[src/rtl/sd_ident_seq.sv]
module sd_ident_seq #(
  parameter int PWRUP_CYCLES  = 100000,
  parameter int OCR_TRIES     = 1000,
  parameter bit CHECK_PRESENT = 1'b1
) (
  input  logic        clk,
  input  logic        rst_n,
  input  logic        start,
  input  logic        card_present,
  output logic        cmd_go,
  output logic [5:0]  cmd_index,
  output logic [31:0] cmd_arg,
  input  logic        cmd_done,
  input  logic        cmd_err,
  input  logic [31:0] cmd_resp,
  output logic        busy,
  output logic        done,
  output logic        fail,
  output logic        high_cap,
  output logic [31:0] rca
);
  localparam int PW   = $clog2(PWRUP_CYCLES + 1);
  localparam int TW   = $clog2(OCR_TRIES + 2);
  localparam int PLIM = (PWRUP_CYCLES > 0) ? PWRUP_CYCLES - 1 : 0;
  localparam int TLIM = (OCR_TRIES > 0) ? OCR_TRIES - 1 : 0;

  typedef enum logic [2:0] {IDLE, PWRUP, ISSUE, WAIT, FIN, BAD} st_t;
  typedef enum logic [2:0] {K_RST, K_IF, K_APP, K_OP, K_CID, K_RCA, K_CSD} step_t;

  st_t           st;
  step_t         step;
  logic [PW-1:0] cnt;
  logic [TW-1:0] tries;

  assign cmd_go = (st == ISSUE);
  assign busy   = (st == PWRUP) || (st == ISSUE) || (st == WAIT);
  assign done   = (st == FIN);
  assign fail   = (st == BAD);

  always_comb begin
    cmd_index = 6'd0;
    cmd_arg   = 32'h0;
    case (step)
      K_IF:  begin cmd_index = 6'd8;  cmd_arg = 32'h0000_01AA; end
      K_APP: cmd_index = 6'd55;
      K_OP:  begin cmd_index = 6'd41; cmd_arg = 32'h4030_0000; end
      K_CID: cmd_index = 6'd2;
      K_RCA: cmd_index = 6'd3;
      K_CSD: begin cmd_index = 6'd9;  cmd_arg = rca; end
      default: ;
    endcase
  end

  always_ff @(posedge clk) begin
    if (!rst_n) begin
      st <= IDLE; step <= K_RST; cnt <= '0; tries <= '0;
      high_cap <= 1'b0; rca <= 32'h0;
    end else begin
      case (st)
        IDLE, FIN, BAD: if (start) begin
          high_cap <= 1'b0; rca <= 32'h0; cnt <= '0; tries <= '0; step <= K_RST;
          st <= (CHECK_PRESENT && !card_present) ? BAD : PWRUP;
        end
        PWRUP: if (cnt == PW'(PLIM)) st <= ISSUE; else cnt <= cnt + 1'b1;
        ISSUE: st <= WAIT;
        WAIT: if (cmd_err) st <= BAD;
        else if (cmd_done) begin
          st <= ISSUE;
          case (step)
            K_RST: step <= K_IF;
            K_IF:  if (cmd_resp == 32'h0000_01AA) step <= K_APP; else st <= BAD;
            K_APP: step <= K_OP;
            K_OP:
              if (cmd_resp[31]) begin
                high_cap <= cmd_resp[30];
                step <= K_CID;
              end else if (OCR_TRIES != 0 && tries == TW'(TLIM)) st <= BAD;
              else begin
                tries <= tries + 1'b1;
                step <= K_APP;
              end
            K_CID: step <= K_RCA;
            K_RCA: begin
              rca <= {cmd_resp[31:16], 16'h0};
              if (cmd_resp[31:16] != 16'h0) step <= K_CSD;
            end
            default: st <= FIN;
          endcase
        end
        default: st <= IDLE;
      endcase
    end
  end

  a_r1_go_pulse: assert property (@(posedge clk) disable iff (!rst_n)
    cmd_go |=> !cmd_go);
  a_r6_done_on_resp: assert property (@(posedge clk) disable iff (!rst_n)
    $rose(done) |-> $past(cmd_done));
  a_r6_done_rca_set: assert property (@(posedge clk) disable iff (!rst_n)
    done |-> (rca[31:16] != 16'h0));
  a_r8_fail_cause: assert property (@(posedge clk) disable iff (!rst_n)
    $rose(fail) |-> ($past(cmd_err) || $past(cmd_done) || $past(start)));
  a_r4_hc_update: assert property (@(posedge clk) disable iff (!rst_n)
    !$stable(high_cap) |-> ($past(cmd_done) || $past(start)));
  a_r11_go_busy: assert property (@(posedge clk) disable iff (!rst_n)
    cmd_go |-> busy);
endmodule

[config.mk]
export PLATFORM = sky130hd
export DESIGN_NAME = sd_ident_seq
export DESIGN_NICKNAME = d
export VERILOG_FILES = /design/src/rtl/sd_ident_seq.sv
export SDC_FILE = /design/constraint.sdc
export NUM_CORES = 1
export LEC_CHECK = 0
export CAP_MARGIN = 20
export CORE_UTILIZATION = 64
export CTS_CLUSTER_DIAMETER = 60
export CTS_CLUSTER_SIZE = 8
export DETAILED_ROUTE_END_ITERATION = 10
export DONT_BUFFER_PORTS = 1
export GPL_TIMING_DRIVEN = 1
export PLACE_DENSITY = 0.81
export SYNTH_ARGS = -nofsm -noshare
export SYNTH_HDL_FRONTEND = slang
export SYNTH_SLANG_ARGS = --single-unit
[constraint.sdc]
create_clock -name clk -period 2.85 [get_ports clk]
set_input_delay 0.7125 -clock clk [delete_from_list [all_inputs] [get_ports clk]]
set_output_delay 0.7125 -clock clk [all_outputs]
set_load 0.005 [all_outputs]
# [Yosys cells after proc, flatten, opt, wreduce, memory -nomap -nowiden]
# Index checks and enable logic that the tools add are counted.
[op_classes] n_addsub=2 n_reduce_logical=15 mux=42 n_eq_ne=29
[op_table] op="$mux 32" count=4
[op_table] op="$pmux 32 s3" count=1
[op_table] op="$pmux 32 s2" count=1
[op_table] op="$mux 10" count=6
[op_table] op="$mux 3" count=15
[op_table] op="$pmux 6 s6" count=1
[op_table] op="$mux 17" count=2
[op_table] op="$pmux 17 s2" count=1
[op_table] op="$eq 32x9->1 const B" count=1
[op_table] op="$pmux 10 s2" count=1
[op_table] op="$pmux 3 s6" count=1
[op_table] op="$add 17x1->17 const B" count=1
[op_table] op="$eq 17x17->1 const B" count=1
[op_table] op="$reduce_bool 16->1" count=1
[op_table] op="$eq 3x3->1 const B" count=5
[op_table] op="$ne 2x2->1 const B" count=7
[op_table] op="$eq 3x2->1 const B" count=4
[op_table] op="$pmux 3 s4" count=1
[op_table] op="$add 10x1->10 const B" count=1
[op_table] op="$eq 10x10->1 const B" count=1
[op_table] op="$ne 3x3->1 const B" count=3
[op_table] op="$pmux 3 s3" count=1
[op_table] op="$reduce_and 8->1" count=1
[op_table] op="$ne 7x1->1 const B" count=1
[op_table] op="15 further kinds" count=26
[word_totals] output_inout_bits=75 word_cells=94 regBits=66 input_bits=38

# [Longest topological paths before layout]
# Gate-level depths: netlist of the first run.
[logic_depth] depth_word=7 ltp_mapped=8 depth_no_buf=7

# [Worst setup path after synthesis of the first run]
# No wires, ideal clock.
[synth_path] path_kind="in2reg" from="input cmd_resp[31]" to="register step[2]" path_buffers=1 arrival_time_ps=2342 path_slack_ps=387 stages=7 cell_sequence="buf_2 or4_1 nor3_1 nand3_1 o31ai_4 a31oi_1 a221o_1"
[synth_via] elab_chain_len=5
[synth_rtl] element="start, declared" line="15" rtl="input logic [31:0] cmd_resp,"
[synth_rtl] element="$mux 3" line="74" rtl="if (cmd_resp[31]) begin"
[synth_rtl] element="$pmux 3 s6" line="69" rtl="case (step)"
[synth_rtl] element="$mux 3" line="67" rtl="else if (cmd_done) begin"
[synth_rtl] element="$mux 3" line="66" rtl="WAIT: if (cmd_err) st <= BAD;"
[synth_rtl] element="$pmux 3 s2" line="59" rtl="case (st)"
[synth_rtl] element="end signal, assigned" line="61" rtl="high_cap <= 1'b0; rca <= 32'h0; cnt <= '0; tries <= '0; step <= K_RST;"
[synth_rtl] element="end signal, assigned" line="70" rtl="K_RST: step <= K_IF;"
[synth_rtl] element="end signal, assigned" line="71" rtl="K_IF: if (cmd_resp == 32'h0000_01AA) step <= K_APP; else st <= BAD;"
[synth_rtl] element="end, declared" line="31" rtl="step_t step;"
# Several ways; a longest one is shown, not always the timed one. The select of a mux whose other input is x is not followed.
# A chain may end at the register's enable or synchronous reset.

# [Final worst setup path of the first run]
[layout_path] from="input cmd_resp[19]" to="register step[2]"
[layout_via] elab_chain_len=3
[layout_rtl] element="$eq 32x9->1 / $reduce_bool 16->1 (equally long branches)" line="71, 85"
[layout_rtl] element="$ne 3x3->1 (no line)"
[layout_rtl] element="$reduce_and 8->1 (no line) *"
[layout_rtl] element="end signal, assigned" line="70"
[layout_rtl] element="end signal, assigned" line="71"
[layout_rtl] element="end signal, assigned" line="72" rtl="K_APP: step <= K_OP;"
# Mark *: on every way between the ends. The rest lies on a longest branch, timed or not.

==> flow_summary_export.csv, run 1 <==
group,metric,value,unit
run_status,status,"finished with violations",
run_status,violations,"DRC",
clock_network,clock_latency,300,ps
worst_setup_path,critPathSlowestCell,"or4_1",
timing,setup_viol,0,
synthesis,synth_adder_area_share,0.008183,
detailed_routing,wirelength,6212,µm
floorplanning,die_y,71.13,µm
worst_setup_path,cp.required,3040,ps
detailed_routing,antenna_left,0,
layout,n_antenna_cell,0,
place,dp_hpwl,4537,µm
worst_setup_path,critPathBufInv,0,
timing,fin_skew,4.033,ps
clock_network,h-tree-depth,2,
synthesis,synth_edf_count,0,
place,pre_cts_ws,227.0,ps
worst_setup_path,max_stage_delay,530,ps
layout,final_nets,397,
synthesis,yosys.area_share.simple,0.3277,
detailed_routing,drtIter0Drc,230,
layout,drive_above_1_share,0.08101,
clock_network,cts-root-to-sink-buffers,2,
synthesis,syn_avg_cell_area,8.220,µm²
synthesis,muxShareOfSynthArea,0.006956,
detailed_routing,routed_via_density,6.085,
floorplanning,die_area,5059,µm²
global_routing,grt.overflow.total,0,
floorplanning,row_count,24,
synthesis,yosys_warnings,0,
timing,relSlewSlack,0.5535,
global_routing,grt_pass1_wl,10060,µm
timing,finalHoldViolations,0,
worst_setup_path,crit_type,"primary input to register",
pwr,power.density,425.2,nW/µm²
synthesis,yosys.cell_types.count,65,
pwr,finalPower,1.284,mW
floorplanning,io_pins,113,
worst_setup_path,worst_setup_path_end_kind,"register",
layout,fin_util,0.6748,
synthesis,synth-seq-cells,50,
pwr,irDropWorstVdd,0.0003513,V
synthesis,synth_compound_gate_area_share,0.1530,
synthesis,synthArstFlopShare,0,
clock_network,cts_resized,0,
clock_network,numClockSinks,50,
worst_setup_path,path_max_fanout,6,
timing,timing.final.crit_period,2332,ps
timing,period_share,0.8183,
detailed_routing,wl_per_cell,15.15,µm
synthesis,synth_ff_type,"dfxtp_1",
worst_setup_path,cp.arrival,2520,ps
place,routabilityCongestion,0.8174,
synthesis,synth_xor_area_frac,0.06015,
timing,tightest_slew,665.7,ps
flow_run,maxCapViolCount,0,
worst_setup_path,startpoint_type,"primary input",
worst_setup_path,path_delay_family,"simple AND/OR/NAND/NOR gates",
timing,maxSlewViolCount,0,
detailed_routing,vias,2495,
place,io_buffers,0,
floorplanning,start_util,0.6834,
synthesis,synth_top_family_by_area,"simple AND/OR/NAND/NOR gates",
min_path,hold_path_class,"register to register",
clock_network,cts_inserted_buffers,5,
global_routing,grt_max_degree,33,
floorplanning,core,4474,µm²
worst_setup_path,worstPathCellList,"or4_1, nor3_1, nand3_1, o31ai_4, a31oi_1, a221o_1",
synthesis,ys_seq_area_frac,0.3273,
detailed_routing,drc_errors,12,
global_routing,antenna_found_initial,0,
synthesis,synthCells,372,
clock_network,cts_tree,"yes",
pwr,leakagePower,1.101,nW
layout,areaGrowthSynthToFinish,-1.268,%
clock_network,path_clk_slew,90,ps
global_routing,grt_pass1_vias,2146,
clock_network,cts_hold_buf,0,
floorplanning,dieWidth,71.13,µm
detailed_routing,firstDrtPassIters,11,
global_routing,grt_use_total,0.2489,
clock_network,post_cts_buffers,0,
timing,finalWorstSetupSlack,517.9,ps
synthesis,netlist_area,3058,µm²
timing,fmax,428.8,MHz
timing,rsz0062_at_grt,"false",
clock_network,cts_root_buffer,"clkbuf_8",
timing,tns,0,ps
## logic make-up after synthesis
group,Yosys count
and+or+nand+nor,176
AOI/OAI and AO/OA,61
buffers and inverters,59
DFF,50
xor gates and xnor gates,21
adders and majority gates,2
muxes,2
other,1
## path summary, 6_finish.rpt
kind / start / end / slack [ps] / cells after the start
setup / recovery: cmd_resp[19] / step[2]$_SDFFE_PN0P_ / 520 / 6
hold / removal: tries[0]$_SDFFE_PN0P_ / tries[0]$_SDFFE_PN0P_ / 490 / 2
setup reg to reg: st[0]$_SDFFE_PN0P_ / tries[0]$_SDFFE_PN0P_ / 530 / 6
hold reg to reg: tries[0]$_SDFFE_PN0P_ / tries[0]$_SDFFE_PN0P_ / 490 / 2
## per-stage QoR
step / instances / hold WS, ps / area (µm²)
floorplan: 398 / 453.0 / 3156
global placement: 402 / 468.5 / 2928
detailed placement: 402 / 478.2 / 2928
CTS: 410 / 492.5 / 3019
global route: 410 / 521.1 / 3019
finish: 410 / 493.7 / 3019
## per-layer routing
layer / track usage / share of wire / wire length, µm / vias up
met2: 0.3846 / 0.46 / 2860 / 92
met5: 0 / 0 / 0 / -
met3: 0.06838 / 0.063 / 393 / 5
li1: - / - / - / 1216
met4: 0.06889 / 0.0077 / 48 / 0
met1: 0.3428 / 0.47 / 2909 / 1182
## sequential cells by signal (all words and copies together) (netlist names)
register	flops
cnt	17
tries	10
step	3
rca	16
high_cap	1
st	3
## worst min-delay path, cell delays in order (launching register included)
cell      delay, ps
dfxtp_1         340
nand2_1          60
a21boi_1         50
## cells in the final DEF (no fill, tap or decap), types with 11 or more instances in the layout
| master | Yosys | final |
|---|---|---|
| xnor2_1 | 15 | 15 |
| nand3_1 | 31 | 31 |
| nand2b_1 | 20 | 20 |
| conb_1 | 1 | 27 |
| a21oi_1 | 12 | 12 |
| dfxtp_1 | 50 | 50 |
| nor2_1 | 31 | 31 |
| a21boi_0 | 11 | 11 |
| and3_1 | 16 | 16 |
| nand2_1 | 18 | 18 |
## synth_stat cells (7+ instances only)
master | number | area, µm²
a21boi_0 | 11 | 82.58
a21boi_1 | 8 | 60.06
a21oi_1 | 12 | 60.06
and3_1 | 16 | 100.1
buf_4 | 33 | 247.7
clkbuf_1 | 14 | 52.55
dfxtp_1 | 50 | 1001
nand2_1 | 18 | 67.56
nand2b_1 | 20 | 125.1
nand3_1 | 31 | 155.2
nor2_1 | 31 | 116.4
nor3_1 | 9 | 45.04
nor4_1 | 7 | 43.79
xnor2_1 | 15 | 131.4
## cell type report
| class | count | area [µm²] |
|---|---|---|
| clock inverter | 1 | 5.005 |
| multi-input combinational | 289 | 1802 |
| timing repair buffer | 5 | 37.54 |
| inverter | 6 | 22.52 |
| fill | 383 | 1455 |
| sequential | 50 | 1001 |
| clock buffer | 7 | 86.33 |
| tap | 52 | 65.06 |
## report_power, final
group          switching (mW)  internal (mW)
sequential             0.0150          0.705
clock                   0.225          0.196
combinational          0.0877         0.0547
Power figures use the tool's default switching activity.
==> run 2, diff against run 1 <==
CORE_UTILIZATION = 57   (was 64)
PLACE_DENSITY = 0.76   (was 0.81)
clock period = 2.13 ns   (was 2.85 ns; I/O delays follow)
==> flow_summary_export.csv, run 2 (synthesized netlist as in run 1, its figures left out) <==
group,metric,value,unit
clock_network,h-tree-depth,2,
detailed_routing,antenna_left,0,
global_routing,antenna_found_initial,0,
layout,final_nets,425,
detailed_routing,routed_via_density,5.700,
timing,fin_skew,14.26,ps
clock_network,path_clk_slew,90,ps
min_path,hold_path_class,"primary input to register",
worst_setup_path,cp.arrival,2340,ps
floorplanning,row_count,26,
global_routing,grt_pass1_vias,2175,
run_status,status,"finished with violations",
detailed_routing,wl_per_cell,14.37,µm
timing,tns,-31.05,ps
timing,period_share,1.006,
worst_setup_path,r2r_setup_slack,-10,ps
worst_setup_path,cp.required,2330,ps
layout,n_antenna_cell,0,
worst_setup_path,worst_setup_path_end_kind,"register",
pwr,irDropWorstVdd,0.0004387,V
detailed_routing,drc_errors,0,
detailed_routing,drtIter0Drc,106,
global_routing,grt_max_degree,33,
layout,largest_reg_flops,17,
clock_network,clock_latency,310,ps
layout,drive_above_1_share,0.1839,
clock_network,numClockSinks,50,
global_routing,grt.overflow.total,0,
global_routing,grt_use_total,0.2354,
clock_network,cts_root_buffer,"clkbuf_8",
floorplanning,start_util,0.5949,
place,pre_cts_ws,-306.7,ps
worst_setup_path,path_max_fanout,4,
floorplanning,io_pins,113,
layout,reg.largest.list,"cnt: 17 flops, rca: 16 flops, tries: 10 flops",
layout,regMostFlops,"cnt",
layout,final_common_cell,"dfxtp_1",
timing,setup_viol,3,
floorplanning,dieWidth,75.25,µm
worst_setup_path,startpoint_type,"register",
clock_network,cts_hold_buf,0,
layout,fillers,453,
layout,seqCellArea,1003,µm²
global_routing,grt_pass1_wl,10160,µm
timing,fmax,466.6,MHz
detailed_routing,vias,2599,
clock_network,cts_inserted_buffers,5,
timing,rsz0062_at_grt,"true",
timing,timing.final.crit_period,2143,ps
place,routabilityCongestion,0.8672,
run_status,violations,"setup timing",
floorplanning,die_area,5662,µm²
layout,final_cell_mix,"48 x dfxtp_1, 31 x nor2_1, 30 x nand3_1, 30 x buf_4, 27 x conb_1",
clock_network,cts_tree,"yes",
clock_network,cts-root-to-sink-buffers,2,
layout,fin_util,0.6468,
timing,finalWorstSetupSlack,-13.13,ps
floorplanning,core,5140,µm²
floorplanning,die_y,75.25,µm
timing,finalHoldViolations,0,
pwr,power.density,525.2,nW/µm²
layout,multi_input_area,1856,µm²
place,io_buffers,0,
worst_setup_path,crit_type,"register to register",
place,dp_hpwl,4745,µm
detailed_routing,firstDrtPassIters,4,
detailed_routing,wirelength,6554,µm
layout,areaGrowthSynthToFinish,8.715,%
timing,maxSlewViolCount,0,
pwr,leakagePower,1.254,nW
flow_run,maxCapViolCount,0,
-- run 2: changes by cell type in the layout (fill, tap and decap cells not counted), sizes merged --
cell | before | now
inv | 6 | 7
buf | 5 | 33
clkbuf | 7 | 5
clkinv | 1 | 2
-- run 2: repair_timing --
action,in CTS,in global routing
resized for setup,1,15
pin swaps,2,6
buffers inserted,2,1
endpoints found under the setup margin,6,28
hold endpoints to repair,0,0
-- run 2: stage by stage --
step / cell area (µm²) / instances / hold WS (ps) / power, mW
floorplan: 3156 / 398 / 453.0 / 1.187
global placement: 3158 / 446 / 468.8 / 1.197
detailed placement: 3158 / 446 / 491.1 / 1.198
CTS: 3264 / 456 / 330.3 / 1.751
global route: 3324 / 456 / 336.7 / 1.823
finish: 3324 / 456 / 341.5 / 1.746
-- run 2: cell type report --
cell class | instances | share of cell area
Clock buffer | 5 | 0.02070
Sequential cell | 50 | 0.3018
Tap cell | 70 | 0.02635
Clock inverter | 3 | 0.005645
Inverter | 6 | 0.006775
Timing Repair Buffer | 33 | 0.08054
Multi-Input combinational cell | 289 | 0.5581
-- run 2: worst max-delay path: stages (launching register included) --
cell and delay, ps:
dfxtp_1 320, or4b_4 540, or4_4 580, o2111ai_4 260, buf_4 180, or3_2 110
a21oi_1 50
-- run 2: metal layers --
layer  vias up  GRT usage  routed length (µm)
met5         -          0                   0
met4         0    0.08025                 102
met3        10    0.05087                 508
met2       107     0.3804                2986
met1      1210     0.3130                2956
li1       1272          -                   -
-- run 2: path summary, 6_finish.rpt --
check | start | end | cells past startpoint
setup / recovery | cnt[12]$_SDFFE_PN0P_ | cnt[9]$_SDFFE_PN0P_ | 6
hold / removal | rst_n | st[0]$_SDFFE_PN0P_ | 1
setup reg to reg | cnt[12]$_SDFFE_PN0P_ | cnt[9]$_SDFFE_PN0P_ | 6
hold reg to reg | rca[28]$_SDFFE_PN0P_ | rca[28]$_SDFFE_PN0P_ | 2
-- run 2: power by group --
group          switching (mW)  leakage, nW  internal (mW)
sequential             0.0119        0.404          0.943
clock                   0.329       0.0483          0.232
combinational           0.128        0.802          0.101
==> run 3, diff against run 2 <==
SKIP_CTS_REPAIR_TIMING = 1   (was default)
==> flow_summary_export.csv, run 3 (synthesized netlist as in run 1, its figures left out) <==
group,metric,value,unit
floorplanning,dieWidth,75.25,µm
layout,final_nets,425,
clock_network,cts_inserted_buffers,5,
clock_network,h-tree-depth,2,
timing,fmax,458.3,MHz
place,io_buffers,0,
layout,areaGrowthSynthToFinish,8.470,%
clock_network,clock_latency,310,ps
global_routing,grt_max_degree,33,
timing,finalWorstSetupSlack,-52.02,ps
floorplanning,start_util,0.5949,
timing,tns,-115.0,ps
place,pre_cts_ws,-306.7,ps
layout,final_common_cell,"dfxtp_1",
place,dp_hpwl,4745,µm
floorplanning,core,5140,µm²
worst_setup_path,cp.arrival,2390,ps
layout,n_antenna_cell,0,
pwr,switching_share,0.2694,
worst_setup_path,crit_type,"register to register",
pwr,leakagePower,1.250,nW
run_status,violations,"setup timing",
clock_network,cts-root-to-sink-buffers,2,
worst_setup_path,cp.required,2330,ps
timing,period_share,1.024,
worst_setup_path,worstPathCellList,"or4b_4, or4_4, o2111ai_4, buf_4, xor2_1, nor2_1",
worst_setup_path,r2r-start,"cnt[6]$_SDFFE_PN0P_",
clock_network,numClockSinks,50,
detailed_routing,drtIter0Drc,91,
pwr,power_frac_clock,0.322,
min_path,min_from,"rst_n",
timing,finalHoldViolations,0,
pwr,pwr-share-seq,0.547,
detailed_routing,antenna_left,0,
place,routabilityCongestion,0.8672,
worst_setup_path,max_stage_delay,580,ps
floorplanning,die_area,5662,µm²
floorplanning,io_pins,113,
worst_setup_path,path_delay_family,"simple AND/OR/NAND/NOR gates",
timing,rsz0062_at_grt,"true",
min_path,hold_path_class,"primary input to register",
layout,reg.largest.list,"cnt: 17 flops, rca: 16 flops, tries: 10 flops",
flow_run,maxCapViolCount,0,
layout,fin_util,0.6453,
clock_network,cts_tree,"yes",
detailed_routing,vias,2613,
global_routing,grt.overflow.total,0,
timing,timing.final.crit_period,2182,ps
pwr,p_comb_frac,0.131,
timing,maxSlewViolCount,0,
worst_setup_path,startpoint_type,"register",
timing,setup_viol,4,
detailed_routing,wl_per_cell,14.38,µm
global_routing,grt_pass1_vias,2178,
detailed_routing,drc_errors,0,
clock_network,cts_root_buffer,"clkbuf_8",
detailed_routing,wirelength,6559,µm
layout,final_cells,456,
global_routing,grt_pass1_wl,10140,µm
layout,drive_above_1_share,0.1813,
worst_setup_path,critPathBufInv,1,
run_status,status,"finished with violations",
layout,regMostFlops,"cnt",
pwr,irDropWorstVdd,0.0004378,V
worst_setup_path,path_max_fanout,4,
worst_setup_path,worst_setup_path_end_kind,"register",
detailed_routing,routed_via_density,5.730,
timing,fin_skew,13.52,ps
pwr,power.density,526.7,nW/µm²
detailed_routing,firstDrtPassIters,4,
floorplanning,row_count,26,
pwr,p_int,1.276,mW
layout,largest_reg_flops,17,
global_routing,antenna_found_initial,0,
layout,final_cell_mix,"48 x dfxtp_1, 31 x nor2_1, 31 x buf_4",
worst_setup_path,crit_start,"cnt[6]$_SDFFE_PN0P_",
floorplanning,die_y,75.25,µm
clock_network,path_clk_slew,90,ps
place,dp.cells,446,
worst_setup_path,critPathSlowestCell,"or4_4",
global_routing,grt_use_total,0.2351,
pwr,power_switching,470.6,µW
## run 3: final cells by class
| type | instances | area [µm²] |
|---|---|---|
| timing repair buffer | 33 | 264.0 |
| clock buffer | 5 | 68.82 |
| multi-input combinational | 289 | 1852 |
| tap | 70 | 87.58 |
| sequential | 50 | 1003 |
| clock inverter | 3 | 18.77 |
| inverter | 6 | 22.52 |
| fill | 458 | 1823 |
## run 3: metrics by stage
step                hold slack (ps)  power (mW)  cell area (µm²)
floorplan                     453.0       1.187             3156
global placement              468.8       1.197             3158
detailed placement            491.1       1.198             3158
CTS                           330.3       1.751             3246
global route                  336.7       1.823             3317
finish                        342.0       1.747             3317
## run 3: path summary, 6_finish.rpt
| check | end | slack (ps) | cells after the start |
|---|---|---|---|
| hold reg to reg | rca[28]$_SDFFE_PN0P_ | 500 | 2 |
| setup / recovery | cnt[5]$_SDFFE_PN0P_ | -50 | 6 |
| hold / removal | st[0]$_SDFFE_PN0P_ | 340 | 1 |
| setup reg to reg | cnt[5]$_SDFFE_PN0P_ | -50 | 6 |
## run 3: metal layers
layer,up-vias,wire length (µm),global-route usage
li1,1271,-,-
met1,1207,2924,0.3121
met2,119,2991,0.3794
met3,16,530,0.05087
met4,0,113,0.08230
met5,-,0,0
## run 3: power groups by stage
stage / registers, mW / logic (mW) / clock network, mW
after global routing: 0.957 / 0.256 / 0.610
after detailed placement: 0.976 / 0.222 / 0
final: 0.956 / 0.229 / 0.562
after CTS: 0.955 / 0.222 / 0.574
after floorplan: 0.970 / 0.217 / 0
after global placement: 0.976 / 0.221 / 0
